## src/rtl/lcdt_pkg.sv

```systemverilog
package lcdt_pkg;

    parameter int unsigned H_W   = 11;
    parameter int unsigned V_W   = 11;
    parameter int unsigned DIV_W = 8;
    parameter int unsigned RGB_W = 24;

    typedef enum logic [1:0] {
        PH_SYNC  = 2'd0,
        PH_BACK  = 2'd1,
        PH_ACT   = 2'd2,
        PH_FRONT = 2'd3
    } phase_t;

    typedef enum logic [1:0] {
        DEPTH_24 = 2'd0,
        DEPTH_18 = 2'd1,
        DEPTH_16 = 2'd2,
        DEPTH_12 = 2'd3
    } depth_t;

    typedef struct packed {
        logic [H_W-1:0]   hsync_m1;
        logic [H_W-1:0]   hback_m1;
        logic [H_W-1:0]   hact_m1;
        logic [H_W-1:0]   hfront_m1;
        logic [V_W-1:0]   vsync_m1;
        logic [V_W-1:0]   vback;
        logic [V_W-1:0]   vact_m1;
        logic [V_W-1:0]   vfront_m1;
        logic [DIV_W-1:0] div_m2;
        logic             bypass;
        logic             hs_pol;
        logic             vs_pol;
        logic             pclk_pol;
        depth_t           depth;
    } cfg_t;

    localparam cfg_t CFG_RESET = '{
        hsync_m1:  '0,
        hback_m1:  '0,
        hact_m1:   '0,
        hfront_m1: '0,
        vsync_m1:  '0,
        vback:     '0,
        vact_m1:   '0,
        vfront_m1: '0,
        div_m2:    '0,
        bypass:    1'b0,
        hs_pol:    1'b1,
        vs_pol:    1'b1,
        pclk_pol:  1'b0,
        depth:     DEPTH_24
    };

    function automatic phase_t next_phase(phase_t p);
        return phase_t'(p + 2'd1);
    endfunction

    function automatic logic [RGB_W-1:0] pack_rgb(depth_t m, logic [RGB_W-1:0] c);
        logic [7:0] r;
        logic [7:0] g;
        logic [7:0] b;
        r = c[23:16];
        g = c[15:8];
        b = c[7:0];
        case (m)
            DEPTH_18: return {6'd0, r[7:2], g[7:2], b[7:2]};
            DEPTH_16: return {8'd0, r[7:3], g[7:2], b[7:3]};
            DEPTH_12: return {12'd0, r[7:4], g[7:4], b[7:4]};
            default:  return c;
        endcase
    endfunction

endpackage

```

## src/rtl/lcdt_clk_div.sv

```systemverilog
module lcdt_clk_div
    import lcdt_pkg::*;
#(
    parameter int unsigned DW = DIV_W
) (
    input  logic          clk,
    input  logic          rst,
    input  logic          run,
    input  logic          bypass,
    input  logic [DW-1:0] ratio_m2,
    input  logic          pol,
    output logic          pix_en,
    output logic          pclk_lvl
);

    localparam int unsigned CW = DW + 1;

    logic [CW-1:0] ratio;
    logic [CW-1:0] half;
    logic [CW-1:0] div_cnt;
    logic          lvl_raw;

    always_comb begin
        ratio    = {1'b0, ratio_m2} + CW'(2);
        half     = ratio >> 1;
        pix_en   = run && (bypass || (div_cnt == ratio - CW'(1)));
        lvl_raw  = run && !bypass && (div_cnt >= half);
        pclk_lvl = lvl_raw ^ pol;
    end

    always_ff @(posedge clk) begin
        if (rst || !run || pix_en) begin
            div_cnt <= '0;
        end else begin
            div_cnt <= div_cnt + CW'(1);
        end
    end

    // a divided enable never lasts two cycles in a row
    a_r2_enable_isolated: assert property (@(posedge clk) disable iff (rst)
        (pix_en && !bypass) |=> (!pix_en || bypass));

endmodule

```

## src/rtl/lcdt_axis.sv

```systemverilog
module lcdt_axis
    import lcdt_pkg::*;
#(
    parameter int unsigned W = H_W
) (
    input  logic         clk,
    input  logic         rst,
    input  logic         step,
    input  logic [W:0]   len_sync,
    input  logic [W:0]   len_back,
    input  logic [W:0]   len_act,
    input  logic [W:0]   len_front,
    output phase_t       phase,
    output logic [W-1:0] cnt,
    output logic         wrap
);

    logic [W:0] len_cur;
    logic       last;
    phase_t     p1;
    phase_t     nxt;

    function automatic logic [W:0] len_of(phase_t p);
        case (p)
            PH_SYNC:  return len_sync;
            PH_BACK:  return len_back;
            PH_ACT:   return len_act;
            default:  return len_front;
        endcase
    endfunction

    always_comb begin
        len_cur = len_of(phase);
        last    = ({1'b0, cnt} == len_cur - (W+1)'(1));
        p1      = next_phase(phase);
        nxt     = (len_of(p1) == '0) ? next_phase(p1) : p1;
        wrap    = step && last && (phase == PH_FRONT);
    end

    always_ff @(posedge clk) begin
        if (rst) begin
            phase <= PH_SYNC;
            cnt   <= '0;
        end else if (step) begin
            if (last) begin
                phase <= nxt;
                cnt   <= '0;
            end else begin
                cnt <= cnt + W'(1);
            end
        end
    end

    // the phase only moves on a counting step
    a_r4_phase_moves_on_step: assert property (@(posedge clk) disable iff (rst)
        (phase != $past(phase)) |-> $past(step));

    // a step never lands in a phase of zero length
    a_r5_no_empty_phase: assert property (@(posedge clk) disable iff (rst)
        step |=> (len_cur != '0));

endmodule

```

## src/rtl/lcdt_pixel_pack.sv

```systemverilog
module lcdt_pixel_pack
    import lcdt_pkg::*;
(
    input  depth_t           depth,
    input  logic             den,
    input  logic [RGB_W-1:0] rgb_in,
    output logic [RGB_W-1:0] rgb_out
);

    always_comb begin
        rgb_out = den ? pack_rgb(depth, rgb_in) : '0;
    end

endmodule

```

## src/rtl/lcd_timing_gen.sv

```systemverilog
module lcd_timing_gen
    import lcdt_pkg::*;
(
    input  logic             clk,
    input  logic             rst,
    input  logic [H_W-1:0]   cfg_hsync_m1,
    input  logic [H_W-1:0]   cfg_hback_m1,
    input  logic [H_W-1:0]   cfg_hact_m1,
    input  logic [H_W-1:0]   cfg_hfront_m1,
    input  logic [V_W-1:0]   cfg_vsync_m1,
    input  logic [V_W-1:0]   cfg_vback,
    input  logic [V_W-1:0]   cfg_vact_m1,
    input  logic [V_W-1:0]   cfg_vfront_m1,
    input  logic [DIV_W-1:0] cfg_div_m2,
    input  logic             cfg_div_bypass,
    input  logic             cfg_hsync_pol,
    input  logic             cfg_vsync_pol,
    input  logic             cfg_pclk_pol,
    input  logic [1:0]       cfg_depth,
    input  logic [RGB_W-1:0] rgb_in,
    output logic             pix_en,
    output logic             pclk_lvl,
    output logic             hsync,
    output logic             vsync,
    output logic             den,
    output logic [H_W-1:0]   pos_x,
    output logic [V_W-1:0]   pos_y,
    output logic [RGB_W-1:0] rgb_out
);

    cfg_t       cfg_in;
    cfg_t       shadow;
    logic       primed;
    logic       load;
    phase_t     h_ph;
    phase_t     v_ph;
    logic [H_W-1:0] h_cnt;
    logic [V_W-1:0] v_cnt;
    logic       h_wrap;
    logic       v_wrap;
    logic       v_step;
    logic       h_active;
    logic       v_active;

    always_comb begin
        cfg_in.hsync_m1  = cfg_hsync_m1;
        cfg_in.hback_m1  = cfg_hback_m1;
        cfg_in.hact_m1   = cfg_hact_m1;
        cfg_in.hfront_m1 = cfg_hfront_m1;
        cfg_in.vsync_m1  = cfg_vsync_m1;
        cfg_in.vback     = cfg_vback;
        cfg_in.vact_m1   = cfg_vact_m1;
        cfg_in.vfront_m1 = cfg_vfront_m1;
        cfg_in.div_m2    = cfg_div_m2;
        cfg_in.bypass    = cfg_div_bypass;
        cfg_in.hs_pol    = cfg_hsync_pol;
        cfg_in.vs_pol    = cfg_vsync_pol;
        cfg_in.pclk_pol  = cfg_pclk_pol;
        cfg_in.depth     = depth_t'(cfg_depth);
    end

    // shadow copy: first cycle after reset, then only at frame end
    assign load = !primed || v_wrap;

    always_ff @(posedge clk) begin
        if (rst) begin
            shadow <= CFG_RESET;
            primed <= 1'b0;
        end else if (load) begin
            shadow <= cfg_in;
            primed <= 1'b1;
        end
    end

    lcdt_clk_div #(.DW(DIV_W)) u_div (
        .clk      (clk),
        .rst      (rst),
        .run      (primed),
        .bypass   (shadow.bypass),
        .ratio_m2 (shadow.div_m2),
        .pol      (shadow.pclk_pol),
        .pix_en   (pix_en),
        .pclk_lvl (pclk_lvl)
    );

    lcdt_axis #(.W(H_W)) u_hax (
        .clk       (clk),
        .rst       (rst),
        .step      (pix_en),
        .len_sync  ({1'b0, shadow.hsync_m1} + (H_W+1)'(1)),
        .len_back  ({1'b0, shadow.hback_m1} + (H_W+1)'(1)),
        .len_act   ({1'b0, shadow.hact_m1} + (H_W+1)'(1)),
        .len_front ({1'b0, shadow.hfront_m1} + (H_W+1)'(1)),
        .phase     (h_ph),
        .cnt       (h_cnt),
        .wrap      (h_wrap)
    );

    assign v_step = h_wrap;

    lcdt_axis #(.W(V_W)) u_vax (
        .clk       (clk),
        .rst       (rst),
        .step      (v_step),
        .len_sync  ({1'b0, shadow.vsync_m1} + (V_W+1)'(1)),
        .len_back  ({1'b0, shadow.vback}),
        .len_act   ({1'b0, shadow.vact_m1} + (V_W+1)'(1)),
        .len_front ({1'b0, shadow.vfront_m1} + (V_W+1)'(1)),
        .phase     (v_ph),
        .cnt       (v_cnt),
        .wrap      (v_wrap)
    );

    always_comb begin
        h_active = primed && (h_ph == PH_ACT);
        v_active = primed && (v_ph == PH_ACT);
        hsync    = (primed && h_ph == PH_SYNC) ? shadow.hs_pol : !shadow.hs_pol;
        vsync    = (primed && v_ph == PH_SYNC) ? shadow.vs_pol : !shadow.vs_pol;
        den      = h_active && v_active;
        pos_x    = h_active ? h_cnt : '0;
        pos_y    = v_active ? v_cnt : '0;
    end

    lcdt_pixel_pack u_pack (
        .depth   (shadow.depth),
        .den     (den),
        .rgb_in  (rgb_in),
        .rgb_out (rgb_out)
    );

    // nothing is emitted before the first configuration capture
    a_r1_idle_before_load: assert property (@(posedge clk) disable iff (rst)
        !primed |-> (!den && !pix_en));

    // the shadow copy holds between frame boundaries
    a_r10_shadow_holds: assert property (@(posedge clk) disable iff (rst)
        (primed && !load) |=> $stable(shadow));

    // data enable never overlaps a sync pulse
    a_r7_den_outside_sync: assert property (@(posedge clk) disable iff (rst)
        den |-> ((hsync == !shadow.hs_pol) && (vsync == !shadow.vs_pol)));

endmodule

```

## config.mk

```make
export PLATFORM = sky130hd
export DESIGN_NAME = lcd_timing_gen
export DESIGN_NICKNAME = d
export VERILOG_FILES = /design/src/rtl/lcdt_pkg.sv /design/src/rtl/lcdt_clk_div.sv /design/src/rtl/lcdt_axis.sv /design/src/rtl/lcdt_pixel_pack.sv /design/src/rtl/lcd_timing_gen.sv
export SDC_FILE = /design/constraint.sdc
export NUM_CORES = 1
export LEC_CHECK = 0
export ABC_AREA = 1
export CORE_MARGIN = 4
export CORE_UTILIZATION = 54
export DETAILED_ROUTE_END_ITERATION = 10
export PLACE_DENSITY = 0.84
export SYNTH_ARGS = -nofsm -noshare
export SYNTH_HDL_FRONTEND = slang
export SYNTH_SLANG_ARGS = --single-unit
```

## constraint.sdc

```tcl
create_clock -name clk -period 4.2 [get_ports clk]
set_input_delay 0.84 -clock clk [delete_from_list [all_inputs] [get_ports clk]]
set_output_delay 0.84 -clock clk [all_outputs]
set_load 0.1 [all_outputs]
```

==> results.md <==
- Flop pwr share: 38.5%
- Compound-Gate Fraction of Synth Area: 12.6%
- Clk_skew: 0.0181 ns
- # port buffers: 178
- DR WL/cell: 15.4 µm
- Worst path cell trace: ha_1 -> nand2_1 -> inv_1 -> nand3_1 -> nand2_1 -> inv_1 -> ha_1 -> a21oi_1 -> nand2_1 -> a21o_1 -> a21oi_1 -> nor2_1 -> o31ai_1 -> xor2_1 -> buf_6
- CP Max Fanout: 5
- TritonCTS Buffers: 17
- Final net count: 2288
- Filler instances: 1909
- Die Y: 153 µm
- Chip width: 153 µm
- CP most frequent cell: nand2_1
- H-tree levels: 4
- Area grow syn2layout: 23.9%
- Xor/xnor share of the synthesized area: 2.53%
- Crit end category: primary output
- Crit path from: shadow[7]
- Mux cell area share after synthesis: 0%
- Hold wc startpoint: u_div.div_cnt[0]
- Minimum clock period: 3.98 ns
- Synth Warn #: 0
- Pwr Density: 268 mW/mm²
- Worst min path class: register to register
- Clock sinks: 138
- Max_cap viols: 0
- Distinct cells, synth: 48
- Syn avg cell area: 5.76 µm²
- Initial antenna violation count: 0
- Synth Area in Simple Gates: 45.2%
- 1st-iter DRT viols: 1073
- Row Count: 52
- Reg2reg setup slack: 0.42 ns
- Crit Reg-Reg Startpoint: shadow[25]
- Die area: 0.0236 mm²
- Hold Vio Cnt, Final: 0
- Startpoint Class: register
- Final instance area: 0.0142 mm²
- Final wirelength: 37100 µm
- P_leak: 6.63 nW
- Placed Instance Area: 0.0136 mm²
- Core ar.: 0.0205 mm²
- First-pass GRT wire length: 60600 µm
- Crit-path max cell delay: 0.41 ns
- ANT cells: 0
- Via count: 13300
- # IOs: 179
- Remaining Overflow, GRT: 0
- EDFF count, synth: 0
- Post-DRT Antenna Nets: 0
- Root buffer cell: clkbuf_16
- FFs w/ async S/R, synth: 0%
- Post-synthesis sequential area ratio: 24.2%
- Yosys reg bits: 138
- GRT Total Usage: 30.6%
- Synth Instances: 1984
- CP Class: register to primary output
- Post-Syn Area: 0.0114 mm²
- CTS tree: built
- Detailed Place HPWL: 28800 µm
- Post-Synthesis Net Count: 2146
- Largest net degree at the start of global routing: 112
- Fraction of layout instances using a drive strength above 1: 7.67%
- Fin crit share: 94.7%
- Setup violations, final: 0
- Initial Utilization: 55.8%
- Least-Margin Pin Slew: 0.960 ns
- CTS Hold Bufs: 0
- Psw: 0.00126 W
- Combinational Power Share: 21.0%
- Req. time, crit path: 3.36 ns
- Setup tns final: 0 ns
- DRT Pass-1 Iters: 6
- Outcome: complete, no violations
- Clock power share: 40.5%
- Clock transition at path regs: 0.07 ns
- Max VDD drop: 0.283 mV
- Slew margin rel.: 36.0%
- Post-CTS Setup Bufs: 0
- Max Freq: 252 MHz
- Adder-cell share of the synthesized area: 3.72%
- Clk_lat worst skew: 0.45 ns
- RSZ-0062 raised after global routing: false
- Slowest cell on crit path: dfxtp_1
- Largest family of logic cells by synthesized area: simple AND/OR/NAND/NOR gates
- Critical path arrival: 3.14 ns
- Synth Flop Type: dfxtp_1
- CTS max path bufs: 2
- Via/cell ratio: 5.52
- Drt drc: 0
- Slew Viols, Final: 0
- Cell internal pwr: 0.00254 W
- Switching share of power: 33.2%
- Vias in the first global route: 12300
- Gpl congestion: 0.981
final timing paths:
check	to	cells past startpoint
max	pclk_lvl	15
min	u_div.div_cnt[0]	1
max reg2reg	u_vax.cnt[3]	18
min reg2reg	u_div.div_cnt[0]	1
synthesized netlist by cell type (all sizes together) (2+ instances only):
cell type / number / share of area [%]
o211ai: 5 / 0.33
xor2: 33 / 2.5
o21a: 2 / 0.13
o31ai: 2 / 0.13
nand3: 289 / 13
a21oi: 140 / 6.3
nand2: 548 / 18
clkinv: 2 / 0.066
inv: 253 / 8.3
dfxtp: 138 / 24
nor4: 7 / 0.38
a31oi: 6 / 0.33
buf: 37 / 2.0
o221ai: 5 / 0.38
a221oi: 12 / 0.92
ha: 34 / 3.7
o41ai: 2 / 0.15
o22ai: 2 / 0.16
a211oi: 3 / 0.20
nor2: 287 / 10
o21bai: 4 / 0.26
o21ai: 63 / 3.1
nor3b: 3 / 0.20
clkbuf: 41 / 1.3
nand3b: 4 / 0.26
nor3: 26 / 1.1
nand4: 31 / 1.7
state kept, by name (all words and copies together), names as in the netlist:
| name | count |
|---|---|
| u_vax.cnt | 11 |
| u_vax.phase | 2 |
| u_hax.phase | 2 |
| primed | 1 |
| shadow | 102 |
| u_div.div_cnt | 9 |
| u_hax.cnt | 11 |
metal layers:
| metal | vias to the layer above | wire (µm) | track usage [%] |
|---|---|---|---|
| li1 | 6708 | - | - |
| met1 | 6009 | 15900 | 39.1 |
| met5 | - | 0 | 0 |
| met4 | 0 | 1240 | 11.3 |
| met2 | 502 | 17600 | 52.2 |
| met3 | 89 | 2400 | 5.03 |
through the flow:
stage,std cells,worst slack (ns),total power [W],utilization (%),hold WS (ns)
floorplan,1984,0.00772,0.00199,-,0.452
global placement,2377,0.594,0.00226,66.2,0.483
detailed placement,2377,0.534,0.00227,66.2,0.494
CTS,2409,0.154,0.00380,69.1,0.511
global route,2409,0.0126,0.00396,69.1,0.544
finish,2409,0.224,0.00380,69.1,0.502
worst max-delay path: cells and delay by family (launching register included):
family          cells  cell delay (ns)
buf+inv             3             0.45
xor+xnor            1             0.22
flops               1             0.41
fa+ha+maj           2             0.50
simple gates        5             0.38
compound gates      4             0.74
what timing repair did:
action | 4_1_cts | 5_1_grt
endpoints found under the setup margin | 0 | 1
gates resized for setup | 0 | 1
endpoints found under the hold margin | 0 | 0
power by group through the flow:
stage / combinational, W / clock (W) / sequential [W]
6_report: 0.000799 / 0.00154 / 0.00146
2_1_floorplan: 0.000528 / 0 / 0.00146
3_3_place_gp: 0.000771 / 0 / 0.00148
5_1_grt: 0.000892 / 0.00159 / 0.00147
4_1_cts: 0.000792 / 0.00154 / 0.00146
3_5_place_dp: 0.000786 / 0 / 0.00149
logic make-up (layout without fill, tap and decap cells):
kind of cell | count (synthesis) | after routing
AOI/OAI and AO/OA | 250 | 250
xor gates and xnor gates | 33 | 33
adders and majority gates | 34 | 34
buffers and inverters | 333 | 488
DFF | 138 | 138
and+or+nand+nor | 1196 | 1196
area by class of cell:
| cell class | instances | area [µm²] | area share (%) |
|---|---|---|---|
| inverter | 255 | 958 | 6.77 |
| timing repair buffer | 201 | 2170 | 15.3 |
| tap | 270 | 338 | 2.39 |
| clock inverter | 13 | 121 | 0.857 |
| sequential | 138 | 2770 | 19.5 |
| multi-input combinational | 1513 | 7340 | 51.9 |
| clock buffer | 19 | 464 | 3.28 |
placed cells by master, fill, tap and decap left out, types with 7 or more instances in the layout:
master and instances:
nor2_4 7, buf_4 46, inv_2 8, nor2_1 263, buf_12 27, o21ai_0 48, inv_1 244, nor3_1 26
o21ai_1 9, a21oi_1 134, a221oi_1 12, nand2_1 543, nor4_1 7, nand3_1 285, clkdlybuf4s50_1 127, clkbuf_16 18
xor2_1 33, ha_1 34, dfxtp_1 137, nor2_2 16, nand4_1 31
(Power assumes the default switching activity.)
